<file path="src/rtl/vdma_pkg.sv">
package vdma_pkg;
  localparam int REG_W  = 8;
  localparam int ADDR_W = 2 * REG_W;
  localparam int LEN_W  = REG_W - 1;
  localparam int SEL_W  = 3;

  localparam logic [SEL_W-1:0] SEL_SRC_HI = 3'd0;
  localparam logic [SEL_W-1:0] SEL_SRC_LO = 3'd1;
  localparam logic [SEL_W-1:0] SEL_DST_HI = 3'd2;
  localparam logic [SEL_W-1:0] SEL_DST_LO = 3'd3;
  localparam logic [SEL_W-1:0] SEL_CTL    = 3'd4;

  typedef enum logic [2:0] {
    ST_IDLE,
    ST_SETUP,
    ST_PACE,
    ST_RD,
    ST_WR
  } xfer_state_e;
endpackage

</file>
<file path="src/rtl/vdma_regs.sv">
module vdma_regs
  import vdma_pkg::*;
#(
  parameter int BLK_SHIFT = 4
) (
  input  logic              clk,
  input  logic              rst,
  input  logic              reg_wr,
  input  logic [SEL_W-1:0]  reg_sel,
  input  logic [REG_W-1:0]  reg_wdata,
  input  logic              busy,
  input  logic              done,
  output logic [REG_W-1:0]  reg_rdata,
  output logic              start,
  output logic [ADDR_W-1:0] src_q,
  output logic [ADDR_W-1:0] dst_q,
  output logic [LEN_W-1:0]  len_q
);
  localparam int CNT_W = LEN_W + 1 + BLK_SHIFT;
  localparam logic [REG_W-1:0] LO_MASK = REG_W'({REG_W{1'b1}} << BLK_SHIFT);

  logic             mode_q;
  logic             wr_ok;
  logic [CNT_W-1:0] count;

  assign wr_ok = reg_wr && !busy;
  assign start = wr_ok && (reg_sel == SEL_CTL) && !reg_wdata[REG_W-1];
  assign count = (CNT_W'(len_q) + CNT_W'(1)) << BLK_SHIFT;

  // Register updates: completion has priority, writes are dropped while busy.
  always_ff @(posedge clk) begin
    if (rst) begin
      src_q  <= '0;
      dst_q  <= '0;
      len_q  <= '0;
      mode_q <= 1'b0;
    end else if (done) begin
      src_q <= src_q + ADDR_W'(count);
      dst_q <= dst_q + ADDR_W'(count);
      len_q <= '1;
    end else if (wr_ok) begin
      case (reg_sel)
        SEL_SRC_HI: src_q[ADDR_W-1:REG_W] <= reg_wdata;
        SEL_SRC_LO: src_q[REG_W-1:0]      <= reg_wdata & LO_MASK;
        SEL_DST_HI: dst_q[ADDR_W-1:REG_W] <= reg_wdata;
        SEL_DST_LO: dst_q[REG_W-1:0]      <= reg_wdata & LO_MASK;
        SEL_CTL: begin
          len_q  <= reg_wdata[LEN_W-1:0];
          mode_q <= reg_wdata[REG_W-1];
        end
        default: ;
      endcase
    end
  end

  always_ff @(posedge clk) begin
    if (rst) begin
      reg_rdata <= '0;
    end else begin
      case (reg_sel)
        SEL_SRC_HI: reg_rdata <= src_q[ADDR_W-1:REG_W];
        SEL_SRC_LO: reg_rdata <= src_q[REG_W-1:0];
        SEL_DST_HI: reg_rdata <= dst_q[ADDR_W-1:REG_W];
        SEL_DST_LO: reg_rdata <= dst_q[REG_W-1:0];
        SEL_CTL:    reg_rdata <= {mode_q, len_q};
        default:    reg_rdata <= '0;
      endcase
    end
  end
endmodule

</file>
<file path="src/rtl/vdma_pacer.sv">
module vdma_pacer #(
  parameter int STEP_CYCLES = 4
) (
  input  logic clk,
  input  logic rst,
  input  logic load,
  output logic tick
);
  localparam int CW = (STEP_CYCLES < 2) ? 1 : $clog2(STEP_CYCLES + 1);

  logic [CW-1:0] cnt_q;

  always_ff @(posedge clk) begin
    if (rst) begin
      cnt_q <= '0;
    end else if (load) begin
      cnt_q <= CW'(STEP_CYCLES - 1);
    end else if (cnt_q != '0) begin
      cnt_q <= cnt_q - CW'(1);
    end
  end

  assign tick = (cnt_q == '0);
endmodule

</file>
<file path="src/rtl/vdma_engine.sv">
module vdma_engine
  import vdma_pkg::*;
#(
  parameter int                BLK_SHIFT = 4,
  parameter logic [ADDR_W-1:0] WIN_BASE  = 16'h8000,
  parameter logic [ADDR_W-1:0] WIN_MASK  = 16'h1FFF
) (
  input  logic              clk,
  input  logic              rst,
  input  logic              start,
  input  logic              hi_speed,
  input  logic [ADDR_W-1:0] src,
  input  logic [ADDR_W-1:0] dst,
  input  logic [LEN_W-1:0]  len,
  input  logic              tick,
  output logic              load_wait,
  output logic              done,
  output logic              stall,
  output logic              mem_req,
  output logic              mem_we,
  output logic [ADDR_W-1:0] mem_addr,
  output logic [REG_W-1:0]  mem_wdata,
  input  logic [REG_W-1:0]  mem_rdata,
  input  logic              mem_ack
);
  localparam int IDX_W = LEN_W + BLK_SHIFT;

  xfer_state_e      state_q, state_n;
  logic [IDX_W-1:0] idx_q, idx_n, idx_inc;
  logic             last;
  logic [ADDR_W-1:0] rd_addr_n, wr_addr_n;

  function automatic logic wants_wait(input logic hs, input logic [IDX_W-1:0] k);
    return hs | k[0];
  endfunction

  assign idx_inc = idx_q + IDX_W'(1);
  assign last    = (idx_q == {len, {BLK_SHIFT{1'b1}}});

  always_comb begin
    state_n   = state_q;
    idx_n     = idx_q;
    load_wait = 1'b0;
    done      = 1'b0;
    case (state_q)
      ST_IDLE: begin
        if (start) begin
          state_n   = ST_SETUP;
          idx_n     = '0;
          load_wait = 1'b1;
        end
      end
      ST_SETUP: begin
        if (tick) begin
          if (wants_wait(hi_speed, idx_q)) begin
            state_n   = ST_PACE;
            load_wait = 1'b1;
          end else begin
            state_n = ST_RD;
          end
        end
      end
      ST_PACE: begin
        if (tick) state_n = ST_RD;
      end
      ST_RD: begin
        if (mem_ack) state_n = ST_WR;
      end
      ST_WR: begin
        if (mem_ack) begin
          if (last) begin
            state_n = ST_IDLE;
            done    = 1'b1;
          end else begin
            idx_n = idx_inc;
            if (wants_wait(hi_speed, idx_inc)) begin
              state_n   = ST_PACE;
              load_wait = 1'b1;
            end else begin
              state_n = ST_RD;
            end
          end
        end
      end
      default: state_n = ST_IDLE;
    endcase
  end

  assign rd_addr_n = src + ADDR_W'(idx_n);
  assign wr_addr_n = WIN_BASE | ((dst + ADDR_W'(idx_n)) & WIN_MASK);

  // Memory port and stall are registered from the next-state decode.
  always_ff @(posedge clk) begin
    if (rst) begin
      state_q   <= ST_IDLE;
      idx_q     <= '0;
      stall     <= 1'b0;
      mem_req   <= 1'b0;
      mem_we    <= 1'b0;
      mem_addr  <= '0;
      mem_wdata <= '0;
    end else begin
      state_q <= state_n;
      idx_q   <= idx_n;
      stall   <= (state_n != ST_IDLE);
      mem_req <= (state_n == ST_RD) || (state_n == ST_WR);
      mem_we  <= (state_n == ST_WR);
      if (state_n == ST_RD) begin
        mem_addr <= rd_addr_n;
      end else if (state_n == ST_WR) begin
        mem_addr <= wr_addr_n;
      end
      if ((state_q == ST_RD) && mem_ack) begin
        mem_wdata <= mem_rdata;
      end
    end
  end
endmodule

</file>
<file path="src/rtl/vram_block_dma.sv">
module vram_block_dma
  import vdma_pkg::*;
#(
  parameter int                STEP_CYCLES = 4,
  parameter int                BLK_SHIFT   = 4,
  parameter logic [ADDR_W-1:0] WIN_BASE    = 16'h8000,
  parameter logic [ADDR_W-1:0] WIN_MASK    = 16'h1FFF
) (
  input  logic              clk,
  input  logic              rst,
  input  logic              reg_wr,
  input  logic [SEL_W-1:0]  reg_sel,
  input  logic [REG_W-1:0]  reg_wdata,
  output logic [REG_W-1:0]  reg_rdata,
  input  logic              hi_speed,
  output logic              cpu_stall,
  output logic              mem_req,
  output logic              mem_we,
  output logic [ADDR_W-1:0] mem_addr,
  output logic [REG_W-1:0]  mem_wdata,
  input  logic [REG_W-1:0]  mem_rdata,
  input  logic              mem_ack
);
  logic              start, done, load_wait, tick;
  logic [ADDR_W-1:0] src_q, dst_q;
  logic [LEN_W-1:0]  len_q;

  vdma_regs #(
    .BLK_SHIFT(BLK_SHIFT)
  ) u_regs (
    .clk      (clk),
    .rst      (rst),
    .reg_wr   (reg_wr),
    .reg_sel  (reg_sel),
    .reg_wdata(reg_wdata),
    .busy     (cpu_stall),
    .done     (done),
    .reg_rdata(reg_rdata),
    .start    (start),
    .src_q    (src_q),
    .dst_q    (dst_q),
    .len_q    (len_q)
  );

  vdma_pacer #(
    .STEP_CYCLES(STEP_CYCLES)
  ) u_pacer (
    .clk (clk),
    .rst (rst),
    .load(load_wait),
    .tick(tick)
  );

  vdma_engine #(
    .BLK_SHIFT(BLK_SHIFT),
    .WIN_BASE (WIN_BASE),
    .WIN_MASK (WIN_MASK)
  ) u_engine (
    .clk      (clk),
    .rst      (rst),
    .start    (start),
    .hi_speed (hi_speed),
    .src      (src_q),
    .dst      (dst_q),
    .len      (len_q),
    .tick     (tick),
    .load_wait(load_wait),
    .done     (done),
    .stall    (cpu_stall),
    .mem_req  (mem_req),
    .mem_we   (mem_we),
    .mem_addr (mem_addr),
    .mem_wdata(mem_wdata),
    .mem_rdata(mem_rdata),
    .mem_ack  (mem_ack)
  );
endmodule

</file>
<file path="config.mk">
export PLATFORM = sky130hd
export DESIGN_NAME = vram_block_dma
export DESIGN_NICKNAME = d
export VERILOG_FILES = /design/src/rtl/vdma_pkg.sv /design/src/rtl/vdma_regs.sv /design/src/rtl/vdma_pacer.sv /design/src/rtl/vdma_engine.sv /design/src/rtl/vram_block_dma.sv
export SDC_FILE = /design/constraint.sdc
export NUM_CORES = 1
export LEC_CHECK = 0
export ABC_AREA = 1
export BUFFER_PORTS_ARGS = -buffer_cell sky130_fd_sc_hd__clkbuf_2
export CORE_ASPECT_RATIO = 0.5
export CORE_MARGIN = 2
export CORE_UTILIZATION = 56
export CTS_BUF_LIST = sky130_fd_sc_hd__clkbuf_4
export DETAILED_ROUTE_END_ITERATION = 6
export PLACE_DENSITY = 0.85
export SLEW_MARGIN = 0
export SYNTH_ARGS = -nofsm -noshare
export SYNTH_HDL_FRONTEND = slang
export SYNTH_SLANG_ARGS = --single-unit
</file>
<file path="constraint.sdc">
create_clock -name clk -period 3.5 [get_ports clk]
set_clock_uncertainty 0.15 [all_clocks]
set_input_delay 0.7 -clock clk [delete_from_list [all_inputs] [get_ports clk]]
set_output_delay 0.7 -clock clk [all_outputs]
set_load 0.01 [all_outputs]
</file>
# Yosys cells after proc, flatten, opt, wreduce, memory -nomap -nowiden
# Index checks and enable logic that the tools add are counted.
dict set report totals {
  register_bits 92
  inputBits 24
  out_inout_bits 35
  word_cells 103
}
dict set report op_classes {
  addsub 7
  n_eq_ne 11
  muxes 39
  bitwise_logic 3
  reduce_logical 27
}
# cell n
set op_table {}
lappend op_table {{2-to-1 mux 16 bit} 6}
lappend op_table {{case mux 8 bit (5 select lines)} 1}
lappend op_table {{2-to-1 mux 11 bit} 3}
lappend op_table {{adder 16 x 12 -> 16 bit} 2}
lappend op_table {{2-to-1 mux 8 bit} 4}
lappend op_table {{case mux 11 bit (2 select lines)} 1}
lappend op_table {{2-to-1 mux 7 bit} 3}
lappend op_table {{2-to-1 mux 3 bit} 6}
lappend op_table {{adder 16 x 11 -> 16 bit} 1}
lappend op_table {{nonzero test 2 bit} 8}
lappend op_table {{equality test 3 x 2 -> 1 bit, second input constant} 5}
lappend op_table {{case mux 3 bit (5 select lines)} 1}
lappend op_table {{adder 13 x 11 -> 13 bit} 1}
lappend op_table {{adder 11 x 1 -> 11 bit, second input constant} 1}
lappend op_table {{equality test 11 bit} 1}
lappend op_table {{2-to-1 mux 1 bit} 11}
lappend op_table {{AND reduction 2 bit} 5}
lappend op_table {{equality test 3 bit, second input constant} 3}
lappend op_table {{zero test 3 bit} 3}
lappend op_table {{adder 7 x 1 -> 8 bit, second input constant} 1}
lappend op_table {{equality test 3 x 1 -> 1 bit, second input constant} 2}
lappend op_table {{nonzero test 3 bit} 2}
lappend op_table {{logical AND 1 bit} 4}
lappend op_table {{2-to-1 mux 2 bit} 2}
lappend op_table {{other kinds (8)} 10}

# Logic depth before layout (Yosys ltp)
dict set report logic_depth {
  depth_word 9
  ltp_mapped 29
  ltp_nobuf 29
}

# By module
# A second synthesis with hierarchy kept.
dict set report hier_totals {
  hier_cells 1067
  area_unflattened_um2 6751.5
}
# mod n_inst cells_per_inst area_each_um2 seq_area_each_um2
set by_module_without_submodules {}
lappend by_module_without_submodules {vdma_engine 1 562 3432.0 820.8}
lappend by_module_without_submodules {vdma_regs 1 479 3141.8 800.8}
lappend by_module_without_submodules {vdma_pacer 1 26 177.7 60.1}

# Worst setup path before layout
# No wires, ideal clock.
dict set report synth_timing {
  kind {in2reg}
  startpoint {input port reg_sel[1]}
  endpoint {register u_engine.mem_addr[11]}
  setup_ns 0.122
  t_arrival_ns 3.301
  required_time_ns 3.228
  slack_ns -0.072
  stages 17
  n_path_buf 0
  path_cell_list {nor2_1 > inv_1 > nor2_4 > nand2_2 > nor4_2 > nor3_1 > ha_1 > a21oi_1 > o21bai_1 > a21oi_1 > o21bai_1 > a21oi_1 > nor2_1 > o21bai_1 > nand2_1 > o21ai_0 > a21oi_1}
}
dict set report synth_between {
  elab_chain_len 8
  elab_cells_between_ends 14
  classes_between {add/sub: 2; eq/ne: 3; mux: 6; reduce/logical: 3}
}
# item line
set synth_rtl {}
lappend synth_rtl {{start: declaration} vram_block_dma.sv:12} ;# input logic [SEL_W-1:0] reg_sel,
lappend synth_rtl {{equality test 3 bit *} vdma_regs.sv:27} ;# assign start = wr_ok && (reg_sel == SEL_CTL) && !reg_wdata[REG_W-1];
lappend synth_rtl {{logical AND 1 bit * (2 in a row)} vdma_regs.sv:27}
lappend synth_rtl {{2-to-1 mux 11 bit *} vdma_engine.sv:47} ;# if (start) begin
lappend synth_rtl {{case mux 11 bit (2 select lines) *} vdma_engine.sv:45} ;# case (state_q)
lappend synth_rtl {{via u_engine.idx_n[5]} vdma_engine.sv:29} ;# logic [IDX_W-1:0] idx_q, idx_n, idx_inc;
lappend synth_rtl {{adder 13 x 11 -> 13 bit} vdma_engine.sv:90} ;# assign wr_addr_n = WIN_BASE | ((dst + ADDR_W'(idx_n)) & WIN_MASK);
lappend synth_rtl {{2-to-1 mux 16 bit} vdma_engine.sv:110} ;# end else if (state_n == ST_WR) begin
lappend synth_rtl {{2-to-1 mux 16 bit *} vdma_engine.sv:108} ;# if (state_n == ST_RD) begin
lappend synth_rtl {{end signal: assignment} vdma_engine.sv:109} ;# mem_addr <= rd_addr_n;
lappend synth_rtl {{end signal: assignment} vdma_engine.sv:111} ;# mem_addr <= wr_addr_n;
lappend synth_rtl {{end: declaration} vdma_engine.sv:21} ;# output logic [ADDR_W-1:0] mem_addr,
# The timed path passes the listed nets; every way through them passes the cells marked *. The select of a mux whose other input is x is not followed.
# A chain may end at the register's enable or synchronous reset.

# Final worst setup path
dict set report layout_timing {
  startpoint {register u_engine.idx_q[0]}
  endpoint {register u_engine.mem_addr[15]}
}
dict set report layout_between {
  elab_cells_between_ends 19
  classes_between {add/sub: 2; eq/ne: 3; mux: 11; bitwise: 2; reduce/logical: 1}
}
# item line
set layout_lines {}
lappend layout_lines {{start: declaration} vdma_engine.sv:29}
lappend layout_lines {{start signal: assignment} vdma_engine.sv:104} ;# idx_q <= idx_n;
lappend layout_lines {{adder 11 x 1 -> 11 bit or equality test 11 bit (tied branches)} {vdma_engine.sv:37, vdma_engine.sv:38}}
lappend layout_lines {{2-to-1 mux 11 bit *} vdma_engine.sv:71} ;# if (last) begin
lappend layout_lines {{2-to-1 mux 11 bit *} vdma_engine.sv:70} ;# if (mem_ack) begin
lappend layout_lines {{case mux 11 bit (2 select lines) *} vdma_engine.sv:45}
lappend layout_lines {{via u_engine.idx_n[7]} vdma_engine.sv:29}
lappend layout_lines {{adder 16 x 11 -> 16 bit *} vdma_engine.sv:89} ;# assign rd_addr_n = src + ADDR_W'(idx_n);
lappend layout_lines {{2-to-1 mux 16 bit *} vdma_engine.sv:108}
# The timed path passes the listed nets; every way through them passes the cells marked *.

==> impl_metrics.yaml <==
worst_setup_path:
  r2r_cells: 23
  slowest_delay_ps: 390
  critPathRequiredTime_ps: 3720
  cp_cell_sequence: "ha_4 -> nand3_4 -> nor2_1 -> nand2_1 -> nor2_2 -> nor2_2 -> nand4_2 -> or2_4 -> buf_4 -> nor4_4 -> nor3_2 -> ha_1 -> inv_2 -> nor2_2 -> nor2_2 -> o21bai_1 -> nand3_1 -> nand2_2 -> nand3_2 -> nor2_2 -> o21ai_1 -> a21oi_1 -> nor2_1"
  timing.rr.start: "u_engine.idx_q[0]$_SDFF_PP0_"
  start_kind: "flip-flop"
  worstReg2RegEnd: "u_engine.mem_addr[15]$_SDFFE_PP0P_"
  arrival_ps: 4030
  crit_fanout: 4
  cp_common_cell: "nor2_2"
  cp_slowest_cell: "dfxtp_4"
  rrSetupSlack_ps: -310
  path_class: "flip-flop to flip-flop"
  endpoint_kind: "flip-flop"
yosys:
  synth_edf_count: 0
  ys_warn_count: 0
  async_reset_ff_share_pct: 0
  syn_avg_cell_area_um2: 6.64
  yosysUniqueCellTypes: 44
  synthCells: 855
  yosysSeqAreaShare_pct: 29.6
  synth_area_mm2: 0.00567
  synth-main-ff-cell: "dfxtp_1"
  synth_seq_cells: 84
floorplanning:
  fp.dieArea_mm2: 0.0110
  initial_core_util_pct: 58.9
  ioPinCount: 59
  die_w_um: 146
  die_y_um: 75.2
  row_count: 25
  coreArea_mm2: 0.00963
drt:
  vias_per_cell: 5.71
  drc: 0
  ant_nets: 0
  routed_wl_um: 17900
  first_pass_iters: 7
  vias: 6283
  wire_per_inst_um: 16.2
  first_iter_violations: 826
timing:
  hold_violations: 0
  finalSetupViolCount: 7
  drv_slew: 0
  timing.final.crit_period_ps: 3810
  hold_ws_ps: 303
  rsz0062_at_grt: "yes"
  setup_tns_ps: -1350
  relSlewSlack_pct: 50.1
  setup_slack_ps: -307
  worst_pin_slew_ps: 749
  period_share_pct: 109
  fmax_mhz: 263
cells_and_area:
  layout_common_cells: "nand2_1 (182), inv_1 (127), nor2_1 (77)"
  drive_gt1_share_pct: 21.9
  post_layout_nonfiller_instances: 1100
  syn_to_final_growth_pct: 20.2
  num_antenna_cells: 0
  layout.nets: 1022
  final_common_cell: "nand2_1"
grt:
  grt_max_degree: 38
  grt_pass1_wl_um: 27200
  grt_pass1_vias: 5506
  grt_usage_pct: 31.7
  grt_antenna_before_repair: 0
  gr-total-overflow: 0
power_and_ir_drop:
  total_leakage_power_nw: 3.44
  ir_drop_mv: 0.140
  power_density_mw_per_mm2: 289
run:
  max_cap_viol_count: 0
clock_network:
  cts_root_buf: "clkbuf_4"
  cts_tree: "yes"
  htreeDepth: 3
  numClockSinks: 84
  cts_max_path_buffers: 2
  clk_pin_slew_ps: 160
  clk_latency_ps: 480
  cts-buffers-inserted: 9
placement:
  place_inst: 1075
  place_congestion: 1.00
  hpwl_um: 13100
  io_buffers: 58
  pre_cts_slack_ps: -239
run_status:
  violations: "negative setup slack"
  status: "complete, but fails checks"
min_path:
  min_path_type: "input port to flip-flop"
  holdCritStartpoint: "mem_rdata[2]"
  whs_path_depth: 3
  holdPathEnd: "u_engine.mem_wdata[2]$_SDFFE_PP0P_"
worst max-delay path, delay by kind of cell, from the launching register on:
kind	cells	cell delay, ps
AO/OA/AOI/OAI	3	450
adder cells (fa/ha/maj)	2	530
buffers and inverters	2	210
flip-flops	1	390
AND/OR/NAND/NOR	16	1980
flip-flops by register name, indices dropped and copies added, names as in the netlist:
| signal | count |
|---|---|
| u_engine.idx_q | 11 |
| u_regs.mode_q | 1 |
| u_regs.src_q | 12 |
| u_regs.len_q | 7 |
| u_engine.mem_addr | 16 |
| u_regs.dst_q | 12 |
| u_pacer.cnt_q | 3 |
| u_engine.mem_we | 1 |
| u_engine.mem_req | 1 |
| u_engine.state_q | 3 |
| u_engine.stall | 1 |
| u_engine.mem_wdata | 8 |
| u_regs.reg_rdata | 8 |
synthesized netlist by cell type (5+ instances only):
library cell,count,area (µm²)
a21oi_1,45,225
a31oi_1,6,37.5
clkbuf_1,10,37.5
dfxtp_1,84,1680
ha_1,36,450
inv_1,133,499
inv_2,11,41.3
nand2_1,189,709
nand3_1,64,320
nand4_1,5,31.3
nor2_1,83,312
nor3_1,19,95.1
nor4_1,6,37.5
o211ai_1,7,52.6
o21ai_0,60,300
o221ai_1,10,87.6
o22ai_1,7,43.8
or2_2,5,31.3
xnor2_1,11,96.3
xor2_1,12,105
cell families after synthesis:
family,share of synthesized area (%)
fa+ha+maj,8.64
xor+xnor,3.55
buf+inv,11.2
compound gates,15.4
simple gates,31.5
flops,29.6
other cells,0.0661
what timing repair did:
item                       in CTS  in global routing
setup endpoints to repair       7                 10
setup buffers                   1                  8
cloned                          0                  0
pin swaps                       5                 25
hold buffers                    0                  0
resized for setup              12                 54
how the worst max path moves through the flow:
stage,slack [ps],endpoint,from
after CTS,10,u_engine.mem_addr[11]$_SDFFE_PP0P_,u_engine.idx_q[0]$_SDFF_PP0_
after global placement,40,u_engine.mem_addr[12]$_SDFFE_PP0P_,u_engine.idx_q[0]$_SDFF_PP0_
after detailed placement,-240,u_engine.mem_addr[12]$_SDFFE_PP0P_,u_engine.idx_q[0]$_SDFF_PP0_
final,-310,u_engine.mem_addr[15]$_SDFFE_PP0P_,u_engine.idx_q[0]$_SDFF_PP0_
after global routing,-430,u_engine.mem_addr[15]$_SDFFE_PP0P_,u_engine.idx_q[0]$_SDFF_PP0_
after floorplan,6,u_engine.mem_addr[11]$_SDFFE_PP0P_,u_engine.idx_q[0]$_SDFF_PP0_
cell type report:
class / count / area (µm²)
inverters: 146 / 551
repair buffers: 109 / 677
clock buffers: 11 / 82.6
clock inverters: 5 / 76.3
flip-flops and latches: 84 / 1700
well taps: 135 / 169
multi-input cells: 610 / 3570
fillers: 772 / 2820
where the power goes:
group          leakage, nW  internal [mW]  total [mW]  switching, mW
combinational         2.67          0.107       0.289          0.182
clock               0.0845          0.303       0.666          0.363
sequential           0.684          0.986        1.02         0.0296
per-stage QoR:
stage / power [mW] / util (%) / instance area (µm²)
floorplan: 1.22 / - / 5690
global placement: 1.30 / 66.2 / 6370
detailed placement: 1.31 / 66.2 / 6370
CTS: 1.96 / 68.3 / 6580
global route: 2.05 / 70.8 / 6820
finish: 1.97 / 70.8 / 6820
metal layers:
| metal | vias to the layer above | wire length (µm) | global-route usage [%] | part of all wire, % |
|---|---|---|---|---|
| li1 | 3003 | - | - | - |
| met1 | 2863 | 7600 | 41.6 | 43 |
| met2 | 366 | 7790 | 53.1 | 44 |
| met3 | 51 | 2070 | 7.76 | 12 |
| met4 | 0 | 408 | 9.82 | 2.3 |
| met5 | - | 0 | 0 | 0 |
(Power assumes the default switching activity.)
